## src/rtl/daf_pkg.sv

```systemverilog
package daf_pkg;
    localparam int MAC_BYTES = 6;
    localparam int MAC_W     = 8 * MAC_BYTES;

    typedef enum logic [1:0] {
        RSN_OK    = 2'd0,
        RSN_BCAST = 2'd1,
        RSN_MCAST = 2'd2,
        RSN_UCAST = 2'd3
    } reason_e;

    typedef enum logic [1:0] {
        SEL_CTRL   = 2'd0,
        SEL_ENABLE = 2'd1,
        SEL_STA_HI = 2'd2,
        SEL_STA_LO = 2'd3
    } reg_sel_e;

    typedef enum logic [1:0] {
        ST_IDLE   = 2'd0,
        ST_GATHER = 2'd1,
        ST_DECIDE = 2'd2
    } state_e;

    // bit 4 .. bit 0
    typedef struct packed {
        logic invert;
        logic cmp_en;
        logic acc_bc;
        logic acc_mc;
        logic acc_uc_all;
    } ctrl_t;

    localparam int CTRL_W = $bits(ctrl_t);
endpackage

```

## src/rtl/daf_regs.sv

```systemverilog
module daf_regs
    import daf_pkg::*;
#(
    parameter int DATA_W = 32
) (
    input  logic              clk,
    input  logic              rst_n,
    input  logic              we,
    input  logic [1:0]        sel,
    input  logic [DATA_W-1:0] wdata,
    output ctrl_t             ctrl,
    output logic              en0,
    output logic [MAC_W-1:0]  station,
    output logic [DATA_W-1:0] rdata
);
    localparam int LO_W = MAC_W - DATA_W;

    ctrl_t             ctrl_q;
    logic              en0_q;
    logic [DATA_W-1:0] sta_hi_q;
    logic [LO_W-1:0]   sta_lo_q;

    always_ff @(posedge clk) begin
        if (!rst_n) begin
            ctrl_q   <= '0;
            en0_q    <= 1'b0;
            sta_hi_q <= '0;
            sta_lo_q <= '0;
        end else if (we) begin
            unique case (reg_sel_e'(sel))
                SEL_CTRL:   ctrl_q   <= ctrl_t'(wdata[CTRL_W-1:0]);
                SEL_ENABLE: en0_q    <= wdata[0];
                SEL_STA_HI: sta_hi_q <= wdata;
                SEL_STA_LO: sta_lo_q <= wdata[DATA_W-1 -: LO_W];
                default:    ;
            endcase
        end
    end

    always_comb begin
        unique case (reg_sel_e'(sel))
            SEL_CTRL:   rdata = DATA_W'(ctrl_q);
            SEL_ENABLE: rdata = DATA_W'(en0_q);
            SEL_STA_HI: rdata = sta_hi_q;
            SEL_STA_LO: rdata = {sta_lo_q, {(DATA_W-LO_W){1'b0}}};
            default:    rdata = '0;
        endcase
    end

    assign ctrl    = ctrl_q;
    assign en0     = en0_q;
    assign station = {sta_hi_q, sta_lo_q};
endmodule

```

## src/rtl/daf_collect.sv

```systemverilog
module daf_collect
    import daf_pkg::*;
(
    input  logic             clk,
    input  logic             rst_n,
    input  logic             rx_valid,
    input  logic             rx_sof,
    input  logic [7:0]       rx_byte,
    output logic [MAC_W-1:0] da,
    output logic             decide
);
    localparam int            CNT_W = $clog2(MAC_BYTES);
    localparam logic [CNT_W-1:0] LAST = CNT_W'(MAC_BYTES - 1);

    state_e           state_q, state_d;
    logic [CNT_W-1:0] cnt_q;
    logic [MAC_W-1:0] da_q;
    logic             take_sof, take_next;

    assign take_sof  = rx_valid && rx_sof && (state_q != ST_DECIDE);
    assign take_next = rx_valid && !rx_sof && (state_q == ST_GATHER);

    always_comb begin
        state_d = state_q;
        unique case (state_q)
            ST_IDLE:   if (take_sof) state_d = ST_GATHER;
            ST_GATHER: if (take_next && cnt_q == LAST) state_d = ST_DECIDE;
            ST_DECIDE: state_d = ST_IDLE;
            default:   state_d = ST_IDLE;
        endcase
    end

    always_ff @(posedge clk) begin
        if (!rst_n) state_q <= ST_IDLE;
        else        state_q <= state_d;
    end

    always_ff @(posedge clk) begin
        if (!rst_n) begin
            cnt_q <= '0;
            da_q  <= '0;
        end else if (take_sof) begin
            cnt_q <= CNT_W'(1);
            da_q  <= {da_q[MAC_W-9:0], rx_byte};
        end else if (take_next) begin
            cnt_q <= cnt_q + CNT_W'(1);
            da_q  <= {da_q[MAC_W-9:0], rx_byte};
        end
    end

    assign da     = da_q;
    assign decide = (state_q == ST_DECIDE);
endmodule

```

## src/rtl/daf_decide.sv

```systemverilog
module daf_decide
    import daf_pkg::*;
(
    input  logic             clk,
    input  logic             rst_n,
    input  logic             decide,
    input  logic [MAC_W-1:0] da,
    input  ctrl_t            ctrl,
    input  logic             en0,
    input  logic [MAC_W-1:0] station,
    output logic             dec_valid,
    output logic             dec_accept,
    output logic [1:0]       dec_reason
);
    logic    is_bc, is_mc, hit, acc;
    reason_e rsn;

    always_comb begin
        is_bc = &da;
        is_mc = da[MAC_W-8] && !is_bc;
        hit   = ctrl.cmp_en && en0 && (da == station);
        if (is_bc) begin
            acc = ctrl.invert || ctrl.acc_bc;
            rsn = acc ? RSN_OK : RSN_BCAST;
        end else if (is_mc) begin
            acc = ctrl.invert || ctrl.acc_mc;
            rsn = acc ? RSN_OK : RSN_MCAST;
        end else begin
            acc = ctrl.acc_uc_all || (ctrl.invert ? !hit : hit);
            rsn = acc ? RSN_OK : RSN_UCAST;
        end
    end

    always_ff @(posedge clk) begin
        if (!rst_n) begin
            dec_valid  <= 1'b0;
            dec_accept <= 1'b0;
            dec_reason <= RSN_OK;
        end else begin
            dec_valid  <= decide;
            dec_accept <= decide && acc;
            dec_reason <= decide ? rsn : RSN_OK;
        end
    end
endmodule

```

## src/rtl/dst_addr_filter.sv

```systemverilog
module dst_addr_filter
    import daf_pkg::*;
#(
    parameter int DATA_W = 32
) (
    input  logic              clk,
    input  logic              rst_n,
    input  logic              cfg_we,
    input  logic [1:0]        cfg_sel,
    input  logic [DATA_W-1:0] cfg_wdata,
    output logic [DATA_W-1:0] cfg_rdata,
    input  logic              rx_valid,
    input  logic              rx_sof,
    input  logic [7:0]        rx_byte,
    output logic              dec_valid,
    output logic              dec_accept,
    output logic [1:0]        dec_reason
);
    ctrl_t            ctrl;
    logic             en0;
    logic [MAC_W-1:0] station;
    logic [MAC_W-1:0] da;
    logic             decide;

    daf_regs #(.DATA_W(DATA_W)) i_regs (
        .clk(clk), .rst_n(rst_n), .we(cfg_we), .sel(cfg_sel),
        .wdata(cfg_wdata), .ctrl(ctrl), .en0(en0), .station(station),
        .rdata(cfg_rdata)
    );

    daf_collect i_collect (
        .clk(clk), .rst_n(rst_n), .rx_valid(rx_valid), .rx_sof(rx_sof),
        .rx_byte(rx_byte), .da(da), .decide(decide)
    );

    daf_decide i_decide (
        .clk(clk), .rst_n(rst_n), .decide(decide), .da(da), .ctrl(ctrl),
        .en0(en0), .station(station), .dec_valid(dec_valid),
        .dec_accept(dec_accept), .dec_reason(dec_reason)
    );
endmodule

```

## config.mk

```make
export PLATFORM = sky130hd
export DESIGN_NAME = dst_addr_filter
export DESIGN_NICKNAME = d
export VERILOG_FILES = /design/src/rtl/daf_pkg.sv /design/src/rtl/daf_regs.sv /design/src/rtl/daf_collect.sv /design/src/rtl/daf_decide.sv /design/src/rtl/dst_addr_filter.sv
export SDC_FILE = /design/constraint.sdc
export NUM_CORES = 1
export LEC_CHECK = 0
export BUFFER_PORTS_ARGS = -buffer_cell sky130_fd_sc_hd__buf_2
export CAP_MARGIN = 20
export CELL_PAD_IN_SITES_DETAIL_PLACEMENT = 2
export CELL_PAD_IN_SITES_GLOBAL_PLACEMENT = 2
export CORE_MARGIN = 1
export CORE_UTILIZATION = 33
export DETAILED_ROUTE_END_ITERATION = 6
export HOLD_SLACK_MARGIN = 0.08
export PLACE_DENSITY = 0.8
export RECOVER_POWER = 25
export SLEW_MARGIN = 20
export SYNTH_ARGS = -nofsm -noshare
export SYNTH_HDL_FRONTEND = slang
export SYNTH_SLANG_ARGS = --single-unit
```

## constraint.sdc

```tcl
create_clock -name clk -period 2.4 [get_ports clk]
set_clock_uncertainty 0.1 [all_clocks]
set_input_delay 0.24 -clock clk [delete_from_list [all_inputs] [get_ports clk]]
set_output_delay 0.24 -clock clk [all_outputs]
set_load 0.03 [all_outputs]
```

==> results of run 1 <==
-- area by class of cell --
| type | instances | area [um2] | share of cell area, % |
|---|---|---|---|
| Multi-Input combinational cell | 477 | 2820 | 43.2 |
| Sequential cell | 111 | 2220 | 34.1 |
| Timing Repair Buffer | 140 | 918 | 14.1 |
| Tap cell | 211 | 264 | 4.05 |
| Clock buffer | 12 | 256 | 3.94 |
| Clock inverter | 4 | 20.0 | 0.307 |
| Inverter | 4 | 15.0 | 0.231 |
-- flip-flops by register name, indices dropped and copies added, names as in the netlist --
name / count
i_regs.en0: 1
i_collect.cnt_q: 3
i_regs.ctrl: 5
i_collect.da: 48
i_decide.dec_accept: 1
i_decide.dec_reason: 2
i_collect.state_q: 2
i_decide.dec_valid: 1
i_regs.sta_hi_q: 32
i_regs.sta_lo_q: 16
-- metal layers --
layer / vias to the layer above / wire length, um
li1: 2314 / -
met1: 2424 / 8530
met2: 120 / 9900
met3: 43 / 757
met4: 0 / 668
met5: - / 0
-- where the power goes --
group	internal (mW)	total, mW	switching [mW]
clock	0.756	1.45	0.693
combinational	0.196	0.448	0.253
sequential	1.89	1.95	0.0646
-- per-stage QoR --
stage          cells  utilization, %  worst slack [ns]
6_report         959            42.5             0.269
5_1_grt          959            42.5             0.170
4_1_cts          959            42.7             0.274
3_5_place_dp     906            38.5             0.275
3_3_place_gp     906            38.5             0.284
2_1_floorplan    631               -             0.355
-- cells in the mapped netlist, types with 2 or more instances --
cell type,count
nor4_1,8
or3_1,2
nand2_1,202
dfxtp_1,111
a21oi_1,4
buf_2,3
a21boi_0,90
and2_1,13
nor2b_1,24
nand4_1,21
xor2_1,19
ha_1,2
xnor2_1,28
a21boi_1,6
mux2i_1,27
nor2_1,10
clkbuf_1,33
nand3_1,4
and4_1,2
o21ai_1,2
o21ai_0,2
inv_1,3
buf_1,3
-- path summary, 6_finish.rpt --
check	from	end	slack, ns	depth (start not counted)
max	rst_n	i_collect.da[42]	0.27	3
min	cfg_wdata[1]	i_regs.sta_hi_q[1]	0.08	3
max reg2reg	i_collect.da[5]	i_decide.dec_accept	0.29	7
min reg2reg	i_regs.sta_lo_q[11]	i_regs.sta_lo_q[11]	0.40	2
-- critical path, cell delays in order --
cell and delay (ns):
clkbuf_1 1.15, clkbuf_1 0.52, a21boi_0 0.35
-- logic make-up (layout without fill, tap and decap cells) --
kind of cell	count (synthesis)	in the layout
mux	27	27
simple gates	293	293
xor+xnor	47	47
compound gates	108	108
buf+inv	43	160
fa+ha+maj	2	2
flops	111	111
==> results.json, run 1 <==
{
  "outcome": "finished, violations left",
  "violations": "max-capacitance violations, max-slew violations",
  "synth_fa_ha_area_share_pct": 0.481,
  "async_flop_share_pct": 0,
  "ctsRootBufferMaster": "clkbuf_16",
  "setup_tns_ns": 0,
  "synth_flop_cell": "dfxtp_1",
  "dp_hpwl_um": 14100,
  "cp_max_fo": 34,
  "insertion_delay_ns": 0.36,
  "cts_tree": "done",
  "start_util_pct": 34.0,
  "num_antenna_cells": 0,
  "finalPower_mw": 3.85,
  "report.final.slew_viol_count": 35,
  "drt_pass1_iterations": 4,
  "use_met2_pct": 45.5,
  "clockBufferDepth": 2,
  "final-setup-viol-count": 0,
  "syn_avg_cell_area_um2": 8.25,
  "clk_pin_slew_ns": 0.07,
  "grt_pass1_vias": 5484,
  "drtIter0Drc": 193,
  "grt_pass1_wl_um": 30900,
  "drt_wl_total_um": 19900,
  "period_share_pct": 88.8,
  "rsz0062_at_grt": "false",
  "critPathLaunchType": "primary input",
  "syn_nets": 680,
  "yosys.area_share.simple_pct": 25.3,
  "grt.met3_usage_pct": 3.27,
  "final_cell_mix": "nand2_1 (202), dfxtp_1 (111), a21boi_0 (94)",
  "hold_viol": 0,
  "cap_viol_max_count": 1,
  "antenna_found_initial": 0,
  "avgViaCountPerCell": 5.11,
  "port-buffer-count": 82,
  "synth-xor-area-share_pct": 7.91,
  "synth.area.mux_share_pct": 5.19,
  "num_vias": 4901,
  "vdd_ir_drop_max_mv": 0.349,
  "min_period_ns": 2.13,
  "coreArea_um2": 15300,
  "ant_nets": 0,
  "die_height_um": 128,
  "max_freq_ghz": 0.469,
  "required_ns": 2.55,
  "synth_top_family_by_area": "simple AND/OR/NAND/NOR gates",
  "ios": 83,
  "drive_above_1_share_pct": 14.6,
  "postSynthCellCount": 631,
  "whs_ns": 0.0846,
  "layout_commonest_cell": "nand2_1",
  "crit_arrival_ns": 2.28,
  "globalRouteMet1Util_pct": 30.3,
  "grt_most_used_layer": "met2",
  "synth_cell_types": 35,
  "power.density_nw_per_um2": 591,
  "drc": 0,
  "ys_warn_count": 0,
  "synth-compound-area-share_pct": 15.2,
  "tightest_slew_ns": 1.64,
  "ys_ff_latch": 111,
  "track_usage_pct": 25.5,
  "fin_nets": 792,
  "yosys.area.top_type": "dfxtp_1",
  "cts_resized": 0,
  "die_area_um2": 16300,
  "clock-sinks": 111,
  "cts_buffers": 9,
  "ys_seq_area_share_pct": 42.7,
  "hp-class": "in -> reg",
  "grt_max_degree": 50,
  "holdBufCountCts": 37,
  "gp_congestion": 0.842,
  "synthTopCellsByArea": "dfxtp_1 (43%), nand2_1 (15%), a21boi_0 (13%)",
  "num_rows": 45,
  "yosysTopAreaCellShare_pct": 42.7,
  "gr-total-overflow": 0,
  "synth_edf_count": 0,
  "leakage_nw": 2.50,
  "final_cell_area_um2": 6510,
  "htree_levels": 3,
  "routedWlPerCell_um": 20.7,
  "path_class": "in -> reg",
  "synth_area_um2": 5200,
  "nFillCells": 1733,
  "max_slew_margin_pct": -9.15,
  "cts_setup_buffers": 0,
  "crit_path_end_kind": "flop",
  "place_area_um2": 5900,
  "die_w_um": 128,
  "area_growth_pct": 25.2
}
Note: power is estimated with default switching activity, not from simulation.
==> inputs of run 2 (changes only) <==
--- a/config.mk
+++ b/config.mk
@@ -5,15 +5,15 @@
 export SDC_FILE = /design/constraint.sdc
 export NUM_CORES = 1
 export LEC_CHECK = 0
-export BUFFER_PORTS_ARGS = -buffer_cell sky130_fd_sc_hd__buf_2
 export CAP_MARGIN = 20
 export CELL_PAD_IN_SITES_DETAIL_PLACEMENT = 2
 export CELL_PAD_IN_SITES_GLOBAL_PLACEMENT = 2
 export CORE_MARGIN = 1
-export CORE_UTILIZATION = 33
+export CORE_UTILIZATION = 37
 export DETAILED_ROUTE_END_ITERATION = 6
+export DONT_BUFFER_PORTS = 1
 export HOLD_SLACK_MARGIN = 0.08
-export PLACE_DENSITY = 0.8
+export PLACE_DENSITY = 0.79
 export RECOVER_POWER = 25
 export SLEW_MARGIN = 20
 export SYNTH_ARGS = -nofsm -noshare
==> run 2 against run 1 <==
Effect of this change: the run now ends clean; wire length down 5.2%; first-iteration DRC count is 19% higher; utilization is 3.6 points higher; sequential power hardly changed; critical path depth increased by 4; critical endpoint is now i_decide.dec_accept; largest power group unchanged.
==> results.json, run 2 (synthesis gave the netlist of run 1 again) <==
{
  "coreArea_um2": 13500,
  "drc": 0,
  "reg2reg_slack_ns": 0.20,
  "drtIter0Drc": 230,
  "die_height_um": 121,
  "rsz0062_at_grt": "false",
  "cp_max_fo": 4,
  "ctsRootBufferMaster": "clkbuf_16",
  "hold_viol": 0,
  "cts_tree": "done",
  "avgViaCountPerCell": 5.42,
  "critPathTopFamily": "simple AND/OR/NAND/NOR gates",
  "wl_met3_um": 571,
  "clk_pin_slew_ns": 0.07,
  "gp_congestion": 0.808,
  "setup_tns_ns": 0,
  "max_slew_margin_pct": 24.8,
  "ios": 83,
  "max_freq_ghz": 0.454,
  "hp-class": "in -> reg",
  "htree_levels": 3,
  "final_cell_area_um2": 6210,
  "insertion_delay_ns": 0.36,
  "holdPathStages": 3,
  "crit_arrival_ns": 2.40,
  "r2r_end": "i_decide.dec_accept",
  "antenna_found_initial": 0,
  "drive_above_1_share_pct": 3.27,
  "critPathLaunchType": "flop",
  "num_vias": 4598,
  "grt_pass1_wl_um": 29500,
  "routedWlPerCell_um": 22.2,
  "grt_pass1_vias": 5112,
  "reg2reg_depth": 7,
  "gr-total-overflow": 0,
  "num_rows": 42,
  "min_from": "rx_sof",
  "layout_commonest_cell": "nand2_1",
  "outcome": "complete, no violations",
  "die_area_um2": 14500,
  "cap_viol_max_count": 0,
  "dp_slack_ns": 0.237,
  "ant_nets": 0,
  "drt_wl_total_um": 18800,
  "power.density_nw_per_um2": 607,
  "cp_num_buf_inv": 0,
  "clockBufferDepth": 2,
  "hold_end": "i_collect.cnt_q[2]",
  "min_period_ns": 2.20,
  "worstPathCellList": "xnor2_1 > nand4_1 > nor4_1 > nand4_1 > or3_1 > nand3_2 > and4_1",
  "path_class": "reg -> reg",
  "dr.max_layer_used": "met4",
  "largest_reg_flops": 48,
  "final-setup-viol-count": 0,
  "ff_latch_area_um2": 2220,
  "final_cell_mix": "nand2_1 (202), dfxtp_1 (111), a21boi_0 (91)",
  "report.final.slew_viol_count": 0,
  "cts_buffers": 9,
  "crit_slowest_cell": "nor4_1",
  "port-buffer-count": 0,
  "dp.cells": 777,
  "dp_hpwl_um": 12300,
  "crit_path_max_incr_delay_ns": 0.44,
  "nFillCells": 1480,
  "vdd_ir_drop_max_mv": 0.352,
  "crit_path_end_kind": "flop",
  "fin_nets": 717,
  "start_util_pct": 38.7,
  "clock-sinks": 111,
  "multi_input_area_um2": 2810,
  "met1_length_um": 8380,
  "die_w_um": 121,
  "finalWorstSetupSlack_ns": 0.199,
  "tightest_slew_ns": 1.13,
  "num_antenna_cells": 0,
  "cp_common_cell": "nand4_1",
  "cts_setup_buffers": 0,
  "grt_max_degree": 96,
  "required_ns": 2.60,
  "place_area_um2": 5380,
  "fin_cells": 848,
  "area_growth_pct": 19.3,
  "worstReg2RegStart": "i_collect.da[5]",
  "drt_pass1_iterations": 6,
  "leakage_nw": 2.22,
  "track_usage_pct": 27.4,
  "route.met2.wl_um": 9570,
  "period_share_pct": 91.7
}
-- run 2: power breakdown --
| group | internal [mW] | total [mW] | switching (mW) | leakage, nW |
|---|---|---|---|---|
| clock network | 0.729 | 1.42 | 0.690 | 0.127 |
| logic | 0.184 | 0.396 | 0.212 | 1.20 |
| registers | 1.89 | 1.95 | 0.0656 | 0.900 |
-- run 2: worst max path at each step --
stage | slack, ns | endpoint | cells past startpoint | from
after global placement | 0.35 | i_decide.dec_accept | 7 | i_regs.sta_hi_q[18]
after floorplan | 0.36 | cfg_rdata[0] | 4 | cfg_sel[0]
after detailed placement | 0.24 | i_decide.dec_accept | 7 | i_collect.da[5]
after global routing | 0.12 | i_decide.dec_accept | 7 | i_collect.da[5]
after CTS | 0.22 | i_decide.dec_accept | 7 | i_collect.da[5]
final | 0.20 | i_decide.dec_accept | 7 | i_collect.da[5]
-- run 2: routing by layer --
metal / track usage [%] / vias to the layer above
met5: 0 / -
met4: 10.2 / 0
met3: 2.59 / 17
met2: 47.6 / 89
met1: 35.2 / 2332
li1: - / 2160
-- run 2: through the flow --
stage               hold slack, ns  utilization [%]  total power [mW]
floorplan                    0.275                -              2.21
global placement             0.279             40.0              2.27
detailed placement           0.289             40.0              2.28
CTS                          0.116             46.2              3.79
global route                 0.179             46.1              3.90
finish                       0.138             46.1              3.77
-- run 2: layout make-up --
cell class / count / area share (%)
sequential: 111 / 35.8
multi-input combinational: 477 / 45.3
clock buffer: 14 / 4.09
timing repair buffer: 65 / 10.9
clock inverter: 1 / 0.0806
tap: 176 / 3.55
inverter: 4 / 0.242
-- run 2: what timing repair did --
| item | in CTS | in global routing |
|---|---|---|
| hold endpoints to repair | 110 | 0 |
| hold buffers | 56 | 0 |
| resized for setup | 0 | 0 |
-- run 2: worst min-delay path, stage by stage --
cell and delay (ns):
nand2_1 0.06, o21ai_0 0.12, nor2_1 0.13
==> inputs of run 3 (changes only) <==
--- a/config.mk
+++ b/config.mk
@@ -15,6 +15,7 @@
 export HOLD_SLACK_MARGIN = 0.08
 export PLACE_DENSITY = 0.79
 export RECOVER_POWER = 25
+export REMOVE_ABC_BUFFERS = 1
 export SLEW_MARGIN = 20
 export SYNTH_ARGS = -nofsm -noshare
 export SYNTH_HDL_FRONTEND = slang
==> run 3 against run 2 <==
Effect of this change: fmax down 1.0%; die area unchanged; final cell count down 1.1%; utilization down 0.84 points; register-to-register slack worse by 0.02 ns; global-route usage down 0.96 points; wire length down 2.6%; clock power up 7%; worst hold slack worse by 0.051 ns; critical path type unchanged; largest cell class unchanged; highest routed layer unchanged.
==> results.json, run 3 (synthesis gave the netlist of run 1 again) <==
{
  "outcome": "complete, no violations",
  "critPathLaunchType": "flop",
  "drt_wl_total_um": 18300,
  "fin_nets": 706,
  "power.density_nw_per_um2": 631,
  "crit_arrival_ns": 2.42,
  "hp-class": "in -> reg",
  "drt_pass1_iterations": 4,
  "clk_pin_slew_ns": 0.07,
  "hold_end": "i_regs.en0",
  "reg2reg_slack_ns": 0.18,
  "required_ns": 2.60,
  "cts_setup_buffers": 0,
  "num_rows": 42,
  "min_period_ns": 2.22,
  "htree_levels": 3,
  "multi_input_area_um2": 2820,
  "worstReg2RegStart": "i_collect.da[5]",
  "final-setup-viol-count": 0,
  "clockBufferDepth": 2,
  "gp_congestion": 0.824,
  "r2r_end": "i_decide.dec_accept",
  "ant_nets": 0,
  "largest_reg_flops": 48,
  "crit_path_end_kind": "flop",
  "internal_power_mw": 2.89,
  "hold_viol": 0,
  "nFillCells": 1522,
  "dp_hpwl_um": 12100,
  "grt_max_degree": 106,
  "holdPathStages": 3,
  "start_util_pct": 38.7,
  "drc": 0,
  "combPwrFrac_pct": 9.9,
  "clock-sinks": 111,
  "ctsRootBufferMaster": "clkbuf_16",
  "reg2reg_depth": 7,
  "ff_latch_area_um2": 2220,
  "tightest_slew_ns": 1.08,
  "layout_commonest_cell": "nand2_1",
  "routedWlPerCell_um": 21.9,
  "avgViaCountPerCell": 5.43,
  "grt_pass1_wl_um": 28700,
  "die_w_um": 121,
  "max_freq_ghz": 0.450,
  "area_growth_pct": 17.1,
  "final_cell_mix": "nand2_1 (202), dfxtp_1 (111), a21boi_0 (94)",
  "drive_above_1_share_pct": 3.93,
  "leakage_nw": 2.15,
  "insertion_delay_ns": 0.36,
  "rsz0062_at_grt": "false",
  "num_vias": 4556,
  "p_sw_uw": 956,
  "cp_max_fo": 4,
  "swShare_pct": 24.9,
  "drtIter0Drc": 227,
  "max_slew_margin_pct": 27.6,
  "path_class": "reg -> reg",
  "gr-total-overflow": 0,
  "place_area_um2": 5350,
  "clkPwrFrac_pct": 39.5,
  "cts_tree": "done",
  "die_height_um": 121,
  "die_area_um2": 14500,
  "vdd_ir_drop_max_mv": 0.672,
  "setup_tns_ns": 0,
  "grt_pass1_vias": 5036,
  "ios": 83,
  "cap_viol_max_count": 0,
  "antenna_found_initial": 2,
  "seq_power_share_pct": 50.6,
  "coreArea_um2": 13500,
  "final_cell_area_um2": 6090,
  "min_from": "cfg_we",
  "port-buffer-count": 0,
  "period_share_pct": 92.7,
  "track_usage_pct": 26.5,
  "report.final.slew_viol_count": 0,
  "cts_buffers": 9
}
run 3: cell count changes in the layout (fill, tap and decap cells not counted), moves of 2 or more:
cell	before	now
buf_4	5	8
a21boi_0	91	94
a21boi_1	5	2
buf_12	3	0
clkinv_2	1	3
dlygate4sd3_1	55	43
run 3: worst max-delay path by stage:
stage                    startpoint  cells past startpoint  slack, ns                   to
3_3_place_gp       i_collect.da[21]                      7       0.28  i_decide.dec_accept
3_5_place_dp       i_collect.da[21]                      7       0.21  i_decide.dec_accept
4_1_cts            i_collect.da[21]                      7       0.11  i_decide.dec_accept
5_1_grt            i_collect.da[21]                      7       0.10  i_decide.dec_accept
6_report            i_collect.da[5]                      7       0.18  i_decide.dec_accept
2_1_floorplan  i_collect.state_q[0]                      5       0.55      i_collect.da[0]
run 3: routing by layer:
layer | track usage [%] | up-vias | wire length (um)
met1 | 32.0 | 2299 | 7860
met4 | 5.71 | 0 | 213
met2 | 47.8 | 97 | 9530
met3 | 5.66 | 17 | 745
li1 | - | 2143 | -
met5 | 0 | - | 0
run 3: repair_timing:
action                                  in CTS  in global routing
resized for setup                            0                  1
endpoints found under the setup margin       0                  1
hold buffers                                44                  0
endpoints found under the hold margin      110                  0
run 3: final cells by class:
| type | count | share of cell area (%) |
|---|---|---|
| repair buffers | 54 | 8.62 |
| flip-flops and latches | 111 | 36.5 |
| inverters | 4 | 0.246 |
| clock buffers | 12 | 4.04 |
| clock inverters | 4 | 0.739 |
| well taps | 176 | 3.61 |
| diodes | 1 | 0.0411 |
| multi-input cells | 477 | 46.2 |
run 3: metrics by stage:
step | utilization (%) | hold slack, ns | cells | setup slack [ns] | power, mW
global placement | 39.8 | 0.277 | 778 | 0.278 | 2.26
finish | 45.3 | 0.0869 | 839 | 0.176 | 3.84
CTS | 45.3 | 0.0842 | 838 | 0.110 | 3.89
global route | 45.3 | 0.122 | 838 | 0.102 | 3.98
floorplan | - | 0.268 | 592 | 0.550 | 2.17
detailed placement | 39.8 | 0.286 | 778 | 0.211 | 2.27
run 3: power groups by stage:
stage	Combinational, mW	Sequential [mW]	Clock, mW
finish	0.382	1.94	1.52
global route	0.414	1.95	1.62
CTS	0.381	1.94	1.56
detailed placement	0.289	1.99	0
global placement	0.279	1.98	0
floorplan	0.205	1.96	0
run 3: critical path, cell delays in order, from the launching register on:
cell and delay [ns]:
dfxtp_1 0.39, xnor2_1 0.16, nand4_1 0.15, nor4_1 0.41, nand4_1 0.24, or3_1 0.42
nand3_2 0.11, and4_1 0.18
